`src/rtl/vic3_pkg.sv`:
```
package vic3_pkg;

   // Service levels, ordered so that a larger value means more urgent
   typedef enum logic [1:0] {
      LV_NONE = 2'd0,
      LV_LOW  = 2'd1,
      LV_HIGH = 2'd2,
      LV_TOP  = 2'd3
   } lvl_e;

   localparam int unsigned NUM_LEVELS = 3;

endpackage

```
`src/rtl/vic3_pending.sv`:
```
// Per-source pending latch: set by the line, cleared only by its own acknowledge
module vic3_pending #(
   parameter int unsigned N_SRC = 10
) (
   input  logic             clk,
   input  logic             rst_n,
   input  logic [N_SRC-1:0] line_i,
   input  logic [N_SRC-1:0] clr_i,
   output logic [N_SRC-1:0] pend_o
);

   logic [N_SRC-1:0] pend_q;

   for (genvar i = 0; i < N_SRC; i++) begin : g_bit
      always_ff @(posedge clk or negedge rst_n) begin
         if (!rst_n)
            pend_q[i] <= 1'b0;
         else if (clr_i[i])
            pend_q[i] <= 1'b0;   // clear beats a line still high
         else if (line_i[i])
            pend_q[i] <= 1'b1;
      end
   end

   assign pend_o = pend_q;

   // a pending bit survives every cycle in which it is not cleared
   p_pend_kept_r6: assert property (@(posedge clk) disable iff (!rst_n)
      1'b1 |=> (($past(pend_q & ~clr_i) & ~pend_q) == '0));

endmodule

```
`src/rtl/vic3_inservice.sv`:
```
// In-service level record: one bit per level, pop clears the highest one
module vic3_inservice
   import vic3_pkg::*;
(
   input  logic clk,
   input  logic rst_n,
   input  logic push_i,
   input  lvl_e push_lvl_i,
   input  logic pop_i,
   output lvl_e cur_lvl_o
);

   localparam int unsigned NL = NUM_LEVELS;

   logic [NL-1:0] isr_q, isr_d, top_mask, push_bit;

   always_comb begin
      top_mask = '0;
      for (int k = 0; k < int'(NL); k++)
         if (isr_q[k]) top_mask = NL'(1) << k;   // last set bit = highest
   end

   always_comb begin
      unique case (push_lvl_i)
         LV_LOW:  push_bit = 3'b001;
         LV_HIGH: push_bit = 3'b010;
         LV_TOP:  push_bit = 3'b100;
         default: push_bit = 3'b000;
      endcase
   end

   always_comb begin
      isr_d = isr_q;
      if (pop_i)  isr_d = isr_d & ~top_mask;
      if (push_i) isr_d = isr_d | push_bit;
   end

   always_ff @(posedge clk or negedge rst_n) begin
      if (!rst_n) isr_q <= '0;
      else        isr_q <= isr_d;
   end

   always_comb begin
      if (isr_q[2])      cur_lvl_o = LV_TOP;
      else if (isr_q[1]) cur_lvl_o = LV_HIGH;
      else if (isr_q[0]) cur_lvl_o = LV_LOW;
      else               cur_lvl_o = LV_NONE;
   end

   // a pushed level is always above everything already in service
   p_push_above_r10: assert property (@(posedge clk) disable iff (!rst_n)
      push_i |-> (push_lvl_i > cur_lvl_o));

   // an acknowledge without a return adds exactly one level
   p_grow_r10: assert property (@(posedge clk) disable iff (!rst_n)
      (push_i && !pop_i) |=> ($countones(isr_q) == $past($countones(isr_q)) + 1));

   // a return alone removes exactly one level when any is active
   p_pop_one_r11: assert property (@(posedge clk) disable iff (!rst_n)
      (pop_i && !push_i && (isr_q != '0)) |=>
         ($countones(isr_q) + 1 == $past($countones(isr_q))));

endmodule

```
`src/rtl/vic3_select.sv`:
```
// Combinational contest: highest level wins, lowest index breaks ties
module vic3_select
   import vic3_pkg::*;
#(
   parameter int unsigned N_SRC = 10,
   parameter int unsigned N_TOP = 2,
   localparam int unsigned IDX_W = $clog2(N_SRC)
) (
   input  logic [N_SRC-1:0] pend_i,
   input  logic [N_SRC-1:0] en_i,
   input  logic             glb_en_i,
   input  logic [N_SRC-1:0] raise_i,
   input  lvl_e             cur_lvl_i,
   output logic             found_o,
   output logic [IDX_W-1:0] win_o,
   output lvl_e             win_lvl_o
);

   lvl_e             src_lvl [N_SRC];
   logic [N_SRC-1:0] elig;

   for (genvar i = 0; i < N_SRC; i++) begin : g_src
      if (i < N_TOP) begin : g_top_capable
         assign src_lvl[i] = raise_i[i] ? LV_TOP : LV_LOW;
      end else begin : g_high_capable
         assign src_lvl[i] = raise_i[i] ? LV_HIGH : LV_LOW;
      end
      assign elig[i] = pend_i[i] & en_i[i] & glb_en_i & (src_lvl[i] > cur_lvl_i);
   end

   always_comb begin
      win_lvl_o = LV_NONE;
      win_o     = '0;
      for (int i = int'(N_SRC) - 1; i >= 0; i--) begin
         if (elig[i] && (src_lvl[i] >= win_lvl_o)) begin
            win_lvl_o = src_lvl[i];
            win_o     = IDX_W'(i);
         end
      end
   end

   assign found_o = (win_lvl_o != LV_NONE);

endmodule

```
`src/rtl/vic3_arbiter.sv`:
```
// Three-level vectored interrupt arbiter, top level
module vic3_arbiter
   import vic3_pkg::*;
#(
   parameter int unsigned N_SRC    = 10,
   parameter int unsigned N_TOP    = 2,
   parameter int unsigned ADDR_W   = 16,
   parameter int unsigned VEC_BASE = 3,
   parameter int unsigned VEC_STEP = 8
) (
   input  logic              clk,
   input  logic              rst_n,
   input  logic [N_SRC-1:0]  irq_in,
   input  logic [N_SRC-1:0]  lvl_sel,
   input  logic [N_SRC-1:0]  src_en,
   input  logic              glb_en,
   input  logic              cpu_ack,
   input  logic              reti,
   output logic              irq_req,
   output logic [ADDR_W-1:0] vec_addr
);

   localparam int unsigned IDX_W    = $clog2(N_SRC);
   localparam longint      VEC_LAST = longint'(VEC_BASE) + longint'(VEC_STEP) * (N_SRC - 1);

   // Elaboration-time parameter checks
   if (N_SRC < 2) begin : g_chk_nsrc
      $error("vic3_arbiter: N_SRC must be at least 2");
   end
   if (N_TOP > N_SRC) begin : g_chk_ntop
      $error("vic3_arbiter: N_TOP cannot exceed N_SRC");
   end
   if (VEC_STEP == 0) begin : g_chk_step
      $error("vic3_arbiter: VEC_STEP must be non-zero");
   end
   if (VEC_LAST >= (longint'(1) << ADDR_W)) begin : g_chk_addr
      $error("vic3_arbiter: vector table does not fit in ADDR_W bits");
   end

   logic [N_SRC-1:0] pend, clr;
   lvl_e             cur_lvl, win_lvl, lvl_q;
   logic             found, req_q, ack_fire;
   logic [IDX_W-1:0] win, sel_q;

   assign ack_fire = cpu_ack & req_q;

   for (genvar i = 0; i < N_SRC; i++) begin : g_clr
      assign clr[i] = ack_fire && (sel_q == IDX_W'(i));
   end

   vic3_pending #(.N_SRC(N_SRC)) u_pend (
      .clk    (clk),
      .rst_n  (rst_n),
      .line_i (irq_in),
      .clr_i  (clr),
      .pend_o (pend)
   );

   vic3_inservice u_isr (
      .clk        (clk),
      .rst_n      (rst_n),
      .push_i     (ack_fire),
      .push_lvl_i (lvl_q),
      .pop_i      (reti),
      .cur_lvl_o  (cur_lvl)
   );

   vic3_select #(.N_SRC(N_SRC), .N_TOP(N_TOP)) u_sel (
      .pend_i    (pend),
      .en_i      (src_en),
      .glb_en_i  (glb_en),
      .raise_i   (lvl_sel),
      .cur_lvl_i (cur_lvl),
      .found_o   (found),
      .win_o     (win),
      .win_lvl_o (win_lvl)
   );

   // Grant register: loads only while idle, then holds until acknowledged
   always_ff @(posedge clk or negedge rst_n) begin
      if (!rst_n) begin
         req_q <= 1'b0;
         sel_q <= '0;
         lvl_q <= LV_NONE;
      end else if (req_q) begin
         if (cpu_ack) req_q <= 1'b0;
      end else if (found) begin
         req_q <= 1'b1;
         sel_q <= win;
         lvl_q <= win_lvl;
      end
   end

   assign irq_req  = req_q;
   assign vec_addr = ADDR_W'(VEC_BASE) + ADDR_W'(VEC_STEP) * ADDR_W'(sel_q);

   // an offered vector is frozen until acknowledged
   p_hold_r7: assert property (@(posedge clk) disable iff (!rst_n)
      (irq_req && !cpu_ack) |=> (irq_req && $stable(vec_addr)));

   // acknowledge withdraws the request on the next cycle
   p_ack_drop_r8: assert property (@(posedge clk) disable iff (!rst_n)
      (irq_req && cpu_ack) |=> !irq_req);

   // an offered request always outranks the in-service level
   p_above_r9: assert property (@(posedge clk) disable iff (!rst_n)
      irq_req |-> (lvl_q > cur_lvl));

   // a request only rises after the global enable was set
   p_gate_r5: assert property (@(posedge clk) disable iff (!rst_n)
      $rose(irq_req) |-> $past(glb_en));

   // the vector lies on the table grid
   p_vec_grid_r2: assert property (@(posedge clk) disable iff (!rst_n)
      irq_req |-> (((int'(vec_addr) - int'(VEC_BASE)) % int'(VEC_STEP)) == 0 &&
                   longint'(vec_addr) <= VEC_LAST));

endmodule

```
`config.mk`:
```
export PLATFORM = sky130hd
export DESIGN_NAME = vic3_arbiter
export DESIGN_NICKNAME = d
export VERILOG_FILES = /design/src/rtl/vic3_pkg.sv /design/src/rtl/vic3_pending.sv /design/src/rtl/vic3_inservice.sv /design/src/rtl/vic3_select.sv /design/src/rtl/vic3_arbiter.sv
export SDC_FILE = /design/constraint.sdc
export NUM_CORES = 1
export LEC_CHECK = 0
export ABC_AREA = 1
export BUFFER_PORTS_ARGS = -buffer_cell sky130_fd_sc_hd__buf_2
export CORE_MARGIN = 2
export CORE_UTILIZATION = 55
export DETAILED_ROUTE_END_ITERATION = 16
export PLACE_DENSITY = 0.81
export SLEW_MARGIN = 20
export SYNTH_ARGS = -nofsm -noshare
export SYNTH_HDL_FRONTEND = slang
export SYNTH_SLANG_ARGS = --single-unit
```
`constraint.sdc`:
```
create_clock -name clk -period 11.1 [get_ports clk]
set_input_delay 2.22 -clock clk [delete_from_list [all_inputs] [get_ports clk]]
set_output_delay 2.22 -clock clk [all_outputs]
set_load 0.02 [all_outputs]
```
==> reports/metrics.yaml, run 1 <==
run_status:
  outcome: "complete, but fails checks"
  violations: "negative setup slack"
floorplan:
  die_h_um: 68.5
  die-area_mm2: 0.00469
  start_util_pct: 57.2
  die_x_um: 68.5
  rows: 23
  top_level_ports: 52
  core-area_mm2: 0.00400
global_routing:
  track_usage_pct: 23.4
  antenna_found_initial: 0
  grt_pass1_vias: 1958
  grt_first_pass_wirelength_mm: 8.32
  grt_max_degree: 21
  overflow: 0
placed_design:
  numPlacedInstances: 408
  post_dp_cell_area_mm2: 0.00256
  place_hpwl_mm: 3.99
  port_buffers: 39
  gp_congestion: 0.851
sta:
  whs_ns: 0.502
  period_minus_slack_ns: 11.19
  slew_violations: 0
  fmax_mhz: 89.4
  fin_ws_ns: -0.0918
  fin_crit_sh_pct: 101
  rsz0062_at_grt: "yes"
  finalSetupViolCount: 7
  finalClockSkew_ns: 0.00341
  hold_viol: 0
synthesis:
  yosysWarnings: 0
  yosys-top-cells-count: "nand2_1 (57), inv_1 (56), ha_1 (32)"
  yosysSeqAreaShare_pct: 21.9
  avgSynthCellArea_um2: 7.35
  ys_seq_elements: 20
  synth_edf_count: 0
  synthTopCellsByArea: "dfrtp_1 (22%), ha_1 (18%), nand2_1 (9.4%)"
  syn_inst: 311
  synth_area_mm2: 0.00229
  synth.top_cell.area_share_pct: 21.9
  synth_cell_type_count: 34
  synthFlopType: "dfrtp_1"
  yosys.cell_count.top_type: "nand2_1"
  ys_async_sr_fraction_pct: 100
  synth_area_leader_cell: "dfrtp_1"
critical_path:
  reg2reg_depth: 74
  slowest_delay_ns: 0.46
  crit_fanout: 7
  path_class: "in2reg"
  cp.required_ns: 11.30
  cp_common_cell: "nand2_2"
  cp-start-kind: "input port"
  critPathArrivalTime_ns: 11.39
  cp-end-kind: "flip-flop"
  slowest_stage: "a2111o_1"
power:
  clkPwrFrac_pct: 8.7
  peakVddDrop_uv: 178
  power_density_mw_per_mm2: 262
  p_leak_nw: 1.60
  p_int_mw: 0.415
  pwr-share-seq_pct: 13.7
  pwr-share-comb_pct: 77.6
  swShare_pct: 50.1
  p_sw_mw: 0.417
finish:
  final_util_pct: 79.3
  design_area_mm2: 0.00317
  instances_no_fill: 435
  fin_nets: 453
  syn_to_final_growth_pct: 38.7
  diodes: 0
  drive_above_1_share_pct: 44.9
worst_hold_path:
  hold_path.class: "reg2reg"
  whs_path_depth: 1
clock_tree:
  cts_sinks: 20
  cts.reportedPaths.clkPinSlew_ns: 0.07
  cts_buffer_depth: 2
  cts_buffers: 3
  cts_root_buf: "clkbuf_8"
  htreeDepth: 1
  clk_latency_ns: 0.26
  tritoncts: "built"
detailed_routing:
  firstDrtPassIters: 4
  antenna_left: 0
  vias: 2398
  drc_errors: 0
  drt-total-wl_mm: 6.78
  wl_per_cell_um: 15.6
  drt_iter0_drc: 134
  vias_per_cell: 5.51
job:
  max_cap_violations: 0
[sequential cells by signal (all words and copies together) (netlist names)]
signal	flops
sel_q	4
u_pend.pend_o	10
irq_req	1
u_isr.isr_q	3
lvl_q	2
[layout by cell type, fill, tap and decap left out, drive strengths merged, types with 2 or more instances in the layout]
cell type	instances
a211oi	2
a21oi	17
buf	73
clkbuf	3
conb	12
dfrtp	20
ha	32
inv	60
nand2	72
nand3	34
nand4	6
nor2	19
nor4	2
o21ai	17
o21bai	4
o22ai	3
[worst max-delay path: cells and delay by family]
family,cells,cell delay [ns]
buffers and inverters,13,1.04
AOI/OAI and AO/OA,10,1.63
and+or+nand+nor,37,3.85
adders and majority gates,10,2.61
[power by group through the flow]
stage / Clock (mW) / Combinational, mW / Sequential (mW)
final: 0.0725 / 0.645 / 0.113
after detailed placement: 0 / 0.445 / 0.113
after floorplan: 0 / 0.330 / 0.116
after global placement: 0 / 0.428 / 0.112
after global routing: 0.0759 / 0.703 / 0.115
after CTS: 0.0736 / 0.454 / 0.111
[cell type report]
cell class,count,area (um2)
clock inverters,1,30.0
fillers,250,828
multi-input cells,228,1830
flip-flops and latches,20,500
well taps,50,62.6
inverters,60,233
repair buffers,73,473
clock buffers,3,41.3
[timing repair]
item	4_1_cts	5_1_grt
hold buffers	0	0
hold endpoints to repair	0	0
setup buffers	0	23
resized for setup	1	85
pin swaps	0	55
endpoints found under the setup margin	7	7
[logic make-up (layout without fill, tap and decap cells)]
| group | after synthesis | after routing | share of synthesized area, % |
|---|---|---|---|
| buf+inv | 73 | 137 | 14.3 |
| other cells | 2 | 12 | 0.328 |
| fa+ha+maj | 32 | 32 | 17.5 |
| compound gates | 49 | 49 | 12.7 |
| simple gates | 135 | 135 | 33.3 |
| flops | 20 | 20 | 21.9 |
[final timing paths]
check                      slack, ns            from          endpoint
max                            -0.09      lvl_sel[9]          sel_q[1]
min                             0.50        lvl_q[1]    u_isr.isr_q[0]
min in group asynchronous       1.90           rst_n    u_isr.isr_q[0]
max in group asynchronous       8.89           rst_n  u_pend.pend_o[0]
max reg2reg                     1.23  u_isr.isr_q[1]          sel_q[1]
min reg2reg                     0.50        lvl_q[1]    u_isr.isr_q[0]
[metal layers]
layer,GRT usage (%),up-vias,share of wire [%]
li1,-,1147,-
met2,39.4,92,50
met3,1.97,30,5.5
met4,6.75,0,3.8
met5,0,-,0
met1,31.7,1129,40
[through the flow]
step / TNS (ns) / worst slack, ns / power, mW
2_1_floorplan: 0 / 0.593 / 0.446
3_3_place_gp: -0.0123 / -0.0123 / 0.540
3_5_place_dp: -1.89 / -0.285 / 0.558
4_1_cts: 0 / 0.0518 / 0.639
5_1_grt: -3.73 / -0.549 / 0.894
6_report: -0.508 / -0.0918 / 0.831
Note: power is estimated with default switching activity, not from simulation.
==> run 2, diff against run 1 <==
--- a/config.mk
+++ b/config.mk
@@ -14,4 +14,5 @@
 export SLEW_MARGIN = 20
 export SYNTH_ARGS = -nofsm -noshare
 export SYNTH_HDL_FRONTEND = slang
+export SYNTH_HIERARCHICAL = 1
 export SYNTH_SLANG_ARGS = --single-unit
==> run 2 against run 1 <==
The flow now finishes without violations. Maximum frequency rose by 11%. Via count fell by 14%. Utilization fell by 17 points. Area after synthesis fell by 3.2%. Combinational power fell by 39%. Non-clock buffer count fell by 34. Cell area fell by 22%. Largest power group unchanged. Highest routed layer unchanged.
==> reports/metrics.yaml, run 2 <==
run_status:
  outcome: "completed"
sta:
  worst_slew_margin_rel_pct: 65.5
  period_minus_slack_ns: 10.11  # -1.08 ns
  finalClockSkew_ns: 0.00497  # +0.00156 ns
  finalSetupViolCount: 0  # -7
  setup_tns_ns: 0  # +0.508 ns
  worstMarginPinSlew_ns: 0.516
  fmax_mhz: 98.9  # +11%
  slew_violations: 0  # unchanged
  hold_viol: 0  # unchanged
  rsz0062_at_grt: "no"
  fin_crit_sh_pct: 91.1  # -9.8 points
synthesis:
  synth_area_mm2: 0.00221  # -3.2%
  ys_seq_elements: 20  # unchanged
  synth_fa_ha_area_share_pct: 16.4  # -1.1 points
  synth.top_cell.area_share_pct: 22.6  # +0.72 points
  yosys.cell_count.top_type: "nand2_1"
  synthSimpleGateAreaFrac_pct: 39.6  # +6.3 points
  synth_area_leader_cell: "dfrtp_1"
  avgSynthCellArea_um2: 6.73  # -8.5%
  syn_inst: 329  # +5.8%
  yosysSeqAreaShare_pct: 22.6  # +0.72 points
  yosysWarnings: 6  # +6
  synthMuxAreaShare_pct: 0  # unchanged
  synth_cell_type_count: 31  # -8.8%
  yosys-top-cells-count: "nand2_1 (89), inv_1 (48), nor2_1 (45)"
  synthFlopType: "dfrtp_1"
  synthXorXnorAreaFrac_pct: 0  # unchanged
  synth_compound_area_share_pct: 7.85  # -4.8 points
  synthTopCellsByArea: "dfrtp_1 (23%), ha_1 (16%), nand2_1 (15%)"
  synth_top_family_by_area: "simple AND/OR/NAND/NOR gates"
  synth_edf_count: 0  # unchanged
  ys_async_sr_fraction_pct: 100  # unchanged
global_routing:
  track_usage_pct: 21.8  # -1.6 points
  antenna_found_initial: 0  # unchanged
  grt_max_degree: 21  # unchanged
  overflow: 0  # unchanged
  grt_first_pass_wirelength_mm: 7.67  # -7.9%
  grt_pass1_vias: 1877  # -4.1%
worst_hold_path:
  whs_path_depth: 2  # +1
  hold_end: "u_isr/isr_q[1]"
  hold_start: "u_isr/isr_q[1]"
  hold_path.class: "reg2reg"
power:
  power_density_mw_per_mm2: 225  # -14%
  p_leak_nw: 1.43  # -11%
  peakVddDrop_uv: 162  # -9.4%
  p_total_mw: 0.556  # -33%
job:
  max_cap_violations: 0  # unchanged
detailed_routing:
  vias_per_cell: 4.94  # -10%
  drt-total-wl_mm: 4.66  # -31%
  firstDrtPassIters: 4  # unchanged
  vias: 2064  # -14%
  antenna_left: 0  # unchanged
  drc_errors: 0  # unchanged
  wl_per_cell_um: 11.1  # -29%
  drt_iter0_drc: 53  # -60%
clock_tree:
  htreeDepth: 1  # unchanged
  post-cts-setup-buffers: 0  # unchanged
  clk_latency_ns: 0.25  # about the same
  cts.reportedPaths.clkPinSlew_ns: 0.07  # about the same
  cts_sinks: 20  # unchanged
  tritoncts: "built"
  cts_root_buf: "clkbuf_8"
  cts_buffers: 3  # unchanged
  cts_buffer_depth: 2  # unchanged
finish:
  layout_common_cells: "nand2_1 (89), inv_1 (48), nor2_1 (45)"
  final_util_pct: 62.6  # -17 points
  final_common_cell: "nand2_1"
  design_area_mm2: 0.00247  # -22%
  diodes: 0  # unchanged
  fin_nets: 434  # -4.2%
  largest_reg_flops: 10  # unchanged
  drive_above_1_share_pct: 19.8  # -25 points
  syn_to_final_growth_pct: 11.4
  filler_cell_count: 368  # +47%
critical_path:
  slowest_delay_ns: 0.34  # -0.12 ns
  cp-start-kind: "input port"
  slowest_stage: "a2111oi_4"
  r2r_setup_slack_ns: 2.17  # +0.94 ns
  reg2reg_depth: 67  # -9.5%
  cp-end-kind: "flip-flop"
  reg2reg_to: "sel_q[3]"
  cp_common_cell: "nand2_1"
  cp.required_ns: 11.29  # about the same
  crit_fanout: 6  # -1
  path_class: "in2reg"
  critPathArrivalTime_ns: 10.30  # -1.09 ns
  r2r-start: "u_isr/isr_q[1]"
placed_design:
  post_dp_cell_area_mm2: 0.00241  # -6.1%
  port_buffers: 39  # unchanged
  place_hpwl_mm: 3.75  # -6.1%
  gp_congestion: 0.838  # -1.5%
floorplan:
  die_x_um: 67.5  # -1.5%
  start_util_pct: 56.2  # -1.0 points
  core-area_mm2: 0.00394  # -1.4%
  top_level_ports: 52  # unchanged
  die_h_um: 67.5  # -1.5%
  rows: 23  # unchanged
  die-area_mm2: 0.00455  # -3.0%
[run 2: timing repair]
item	CTS	global route
hold buffers	0	0
resized for setup	0	2
setup endpoints to repair	0	7
[run 2: worst max path at each step]
stage / slack, ns / from / cells past startpoint / to
after floorplan: 1.71 / lvl_sel[9] / 62 / irq_req
after global placement: 0.98 / lvl_sel[9] / 65 / sel_q[3]
after detailed placement: 0.67 / lvl_sel[9] / 65 / sel_q[3]
after CTS: 0.87 / lvl_sel[9] / 65 / sel_q[3]
after global routing: 0.09 / lvl_sel[9] / 65 / sel_q[3]
final: 0.99 / lvl_sel[9] / 64 / sel_q[3]
[run 2: cells by family after synthesis]
logic type,after synthesis
AND/OR/NAND/NOR,188
buffers and inverters,64
adder cells (fa/ha/maj),29
AO/OA/AOI/OAI,26
flip-flops,20
other,2
[run 2: stage by stage]
step           worst slack [ns]  hold slack (ns)  instances
4_1_cts                   0.870            0.487        418
3_3_place_gp              0.981            0.462        415
6_report                  0.993            0.481        418
2_1_floorplan              1.71            0.442        339
3_5_place_dp              0.669            0.462        415
5_1_grt                  0.0874            0.509        418
[run 2: routing by layer]
metal / global-route usage, % / share of wire [%]
met4: 7.65 / 0.92
met1: 27.6 / 45
met2: 39.2 / 50
met3: 1.00 / 3.6
met5: 0 / 0
[run 2: final cells by class]
type | count | area, um2 | area share [%]
clock buffers | 3 | 41.3 | 1.67
inverters | 51 | 191 | 7.76
multi-input cells | 255 | 1480 | 59.8
flip-flops and latches | 20 | 500 | 20.3
well taps | 50 | 62.6 | 2.54
repair buffers | 39 | 195 | 7.91
[run 2: report_power, final]
part           leakage (nW)  switching (mW)  internal, mW  total (mW)
sequential            0.220          0.0182        0.0956       0.114
clock                0.0216          0.0214        0.0241      0.0455
combinational          1.19           0.258         0.138       0.396
[run 2: worst max-delay path: cells and delay by family]
family                   cells  cell delay (ns)
buffers and inverters       10             0.60
AO/OA/AOI/OAI                7             1.21
adder cells (fa/ha/maj)      8             2.12
AND/OR/NAND/NOR             39             4.18
==> run 3, diff against run 2 <==
--- a/config.mk
+++ b/config.mk
@@ -10,6 +10,7 @@
 export CORE_MARGIN = 2
 export CORE_UTILIZATION = 55
 export DETAILED_ROUTE_END_ITERATION = 16
+export GPL_TIMING_DRIVEN = 0
 export PLACE_DENSITY = 0.81
 export SLEW_MARGIN = 20
 export SYNTH_ARGS = -nofsm -noshare
==> constraint.sdc (replaced) <==
create_clock -name clk -period 10 [get_ports clk]
set_input_delay 2 -clock clk [delete_from_list [all_inputs] [get_ports clk]]
set_output_delay 2 -clock clk [all_outputs]
set_load 0.02 [all_outputs]
==> run 3 against run 2 <==
Clock-buffer cell count increased by 1. Sequential share of layout area decreased by 2.2 points. Utilization increased by 7.6 points. Largest power group unchanged. Flip-flop and latch count unchanged. Combinational power increased by 27%. Critical path type unchanged. Wire length increased by 11%.
==> reports/metrics.yaml, run 3 (synthesis gave the netlist of run 2 again) <==
run_status:
  outcome: "completed"
finish:
  fin_nets: 459  # +5.8%
  instances_no_fill: 444  # +6.2%
  layout_common_cells: "nand2_1 (84), inv_1 (47), nor2_1 (44)"
  final_util_pct: 70.2  # +7.6 points
  filler_cell_count: 329  # -11%
  syn_to_final_growth_pct: 24.9
  drive_above_1_share_pct: 28.9  # +9.1 points
  final_common_cell: "nand2_1"
  largest_reg_flops: 10  # unchanged
  diodes: 0  # unchanged
detailed_routing:
  vias_per_cell: 5.03  # +1.9%
  drt_iter0_drc: 83  # +57%
  drc_errors: 0  # unchanged
  drt-total-wl_mm: 5.19  # +11%
  firstDrtPassIters: 4  # unchanged
  antenna_left: 0  # unchanged
  vias: 2233  # +8.2%
  wl_per_cell_um: 11.7  # +4.9%
floorplan:
  start_util_pct: 56.2  # unchanged
  die_x_um: 67.5  # unchanged
  die-area_mm2: 0.00455  # unchanged
  core-area_mm2: 0.00394  # unchanged
  die_h_um: 67.5  # unchanged
  rows: 23  # unchanged
  top_level_ports: 52  # unchanged
sta:
  period_minus_slack_ns: 9.53
  hold_viol: 0  # unchanged
  slew_violations: 0  # unchanged
  worstMarginPinSlew_ns: 0.548  # +0.0320 ns
  finalSetupViolCount: 0  # unchanged
  fin_crit_sh_pct: 95.3
  worst_slew_margin_rel_pct: 63.4  # -2.1 points
  fmax_mhz: 105
  finalClockSkew_ns: 0.00459  # -0.000381 ns
  fin_ws_ns: 0.473  # -0.520 ns
power:
  clkPwrFrac_pct: 8.9  # +0.7 points
  p_int_mw: 0.330  # +28%
  power_density_mw_per_mm2: 250  # +11%
  peakVddDrop_uv: 206  # +28%
  pwr-share-seq_pct: 18.4  # -2.1 points
  swShare_pct: 52.2  # -1.4 points
  p_leak_nw: 1.58  # +9.9%
  pwr-share-comb_pct: 72.7  # +1.4 points
  p_sw_mw: 0.360  # +21%
  p_total_mw: 0.691  # +24%
global_routing:
  grt_pass1_vias: 1832  # -2.4%
  grt_max_degree: 21  # unchanged
  grt_first_pass_wirelength_mm: 7.59  # -0.98%
  antenna_found_initial: 0  # unchanged
  overflow: 0  # unchanged
  track_usage_pct: 22.0  # +0.22 points
job:
  max_cap_violations: 0  # unchanged
clock_tree:
  cts_sinks: 20  # unchanged
  cts_root_buf: "clkbuf_8"
  cts.reportedPaths.clkPinSlew_ns: 0.07  # about the same
  htreeDepth: 1  # unchanged
  cts_buffers: 3  # unchanged
  tritoncts: "built"
  clk_latency_ns: 0.26  # about the same
  cts_buffer_depth: 2  # unchanged
  cts_hold_buf: 0  # unchanged
critical_path:
  slowest_stage: "ha_4"
  slowest_delay_ns: 0.30  # -0.04 ns
  crit_fanout: 7  # +1
  path_class: "in2reg"
  cp_common_cell: "nand2_1"
  cp-end-kind: "flip-flop"
  cp-start-kind: "input port"
  critPathArrivalTime_ns: 9.66  # -0.64 ns
  cp.required_ns: 10.14  # -1.15 ns
worst_hold_path:
  hold_path.class: "reg2reg"
placed_design:
  gp_congestion: 0.841  # +0.42%
  dp_slack_ns: -0.292  # -0.961 ns
  place_hpwl_mm: 3.75  # about the same
  port_buffers: 38  # -2.6%
  numPlacedInstances: 427  # +2.9%
[run 3: routing by layer]
layer | vias up | share of wire, % | global-route usage (%) | wire length [um]
li1 | 1157 | - | - | -
met1 | 992 | 42 | 28.4 | 2200
met2 | 71 | 50 | 38.6 | 2620
met3 | 13 | 4.7 | 1.50 | 244
met4 | 0 | 2.5 | 7.65 | 129
met5 | - | 0 | 0 | 0
[run 3: cell type report]
class	count	area [um2]	area share (%)
multi-input combinational	255	1570	56.7
tap	50	62.6	2.26
buffer	13	101	3.66
inverter	51	191	6.92
timing repair buffer	51	288	10.4
sequential	20	500	18.1
clock buffer	4	55.1	1.99
[run 3: critical path, delay by kind of cell]
| kind | cells | cell delay [ns] |
|---|---|---|
| buffers and inverters | 9 | 0.58 |
| AND/OR/NAND/NOR | 35 | 3.81 |
| AO/OA/AOI/OAI | 8 | 1.12 |
| adder cells (fa/ha/maj) | 8 | 2.14 |
[run 3: through the flow]
stage | cell area (um2) | hold slack (ns) | TNS [ns]
2_1_floorplan | 2250 | 0.442 | 0
3_3_place_gp | 2500 | 0.463 | -0.00258
3_5_place_dp | 2500 | 0.460 | -1.91
4_1_cts | 2560 | 0.484 | 0
5_1_grt | 2770 | 0.515 | -0.831
6_report | 2770 | 0.483 | 0
[run 3: worst paths after layout]
kind	startpoint	to	slack (ns)	cells after the start
setup reg to reg	u_isr/isr_q[1]	irq_req	1.40	63
min in group asynchronous	rst_n	u_pend/pend_o[0]	1.67	1
hold reg to reg	u_isr/isr_q[1]	u_isr/isr_q[1]	0.48	2
hold / removal	u_isr/isr_q[1]	u_isr/isr_q[1]	0.48	2
setup / recovery	lvl_sel[9]	irq_req	0.47	60
max in group asynchronous	rst_n	lvl_q[0]	8.03	1
[run 3: repair_timing]
action,4_1_cts,5_1_grt
setup buffers,0,13
pin swaps,0,20
setup endpoints to repair,7,7
gates resized for setup,1,22
[run 3: power groups by stage]
stage / Clock (mW) / Combinational, mW / Sequential, mW
after global routing: 0.0665 / 0.567 / 0.131
after global placement: 0 / 0.415 / 0.126
final: 0.0613 / 0.503 / 0.127
after detailed placement: 0 / 0.433 / 0.127
after CTS: 0.0630 / 0.438 / 0.126
after floorplan: 0 / 0.328 / 0.134
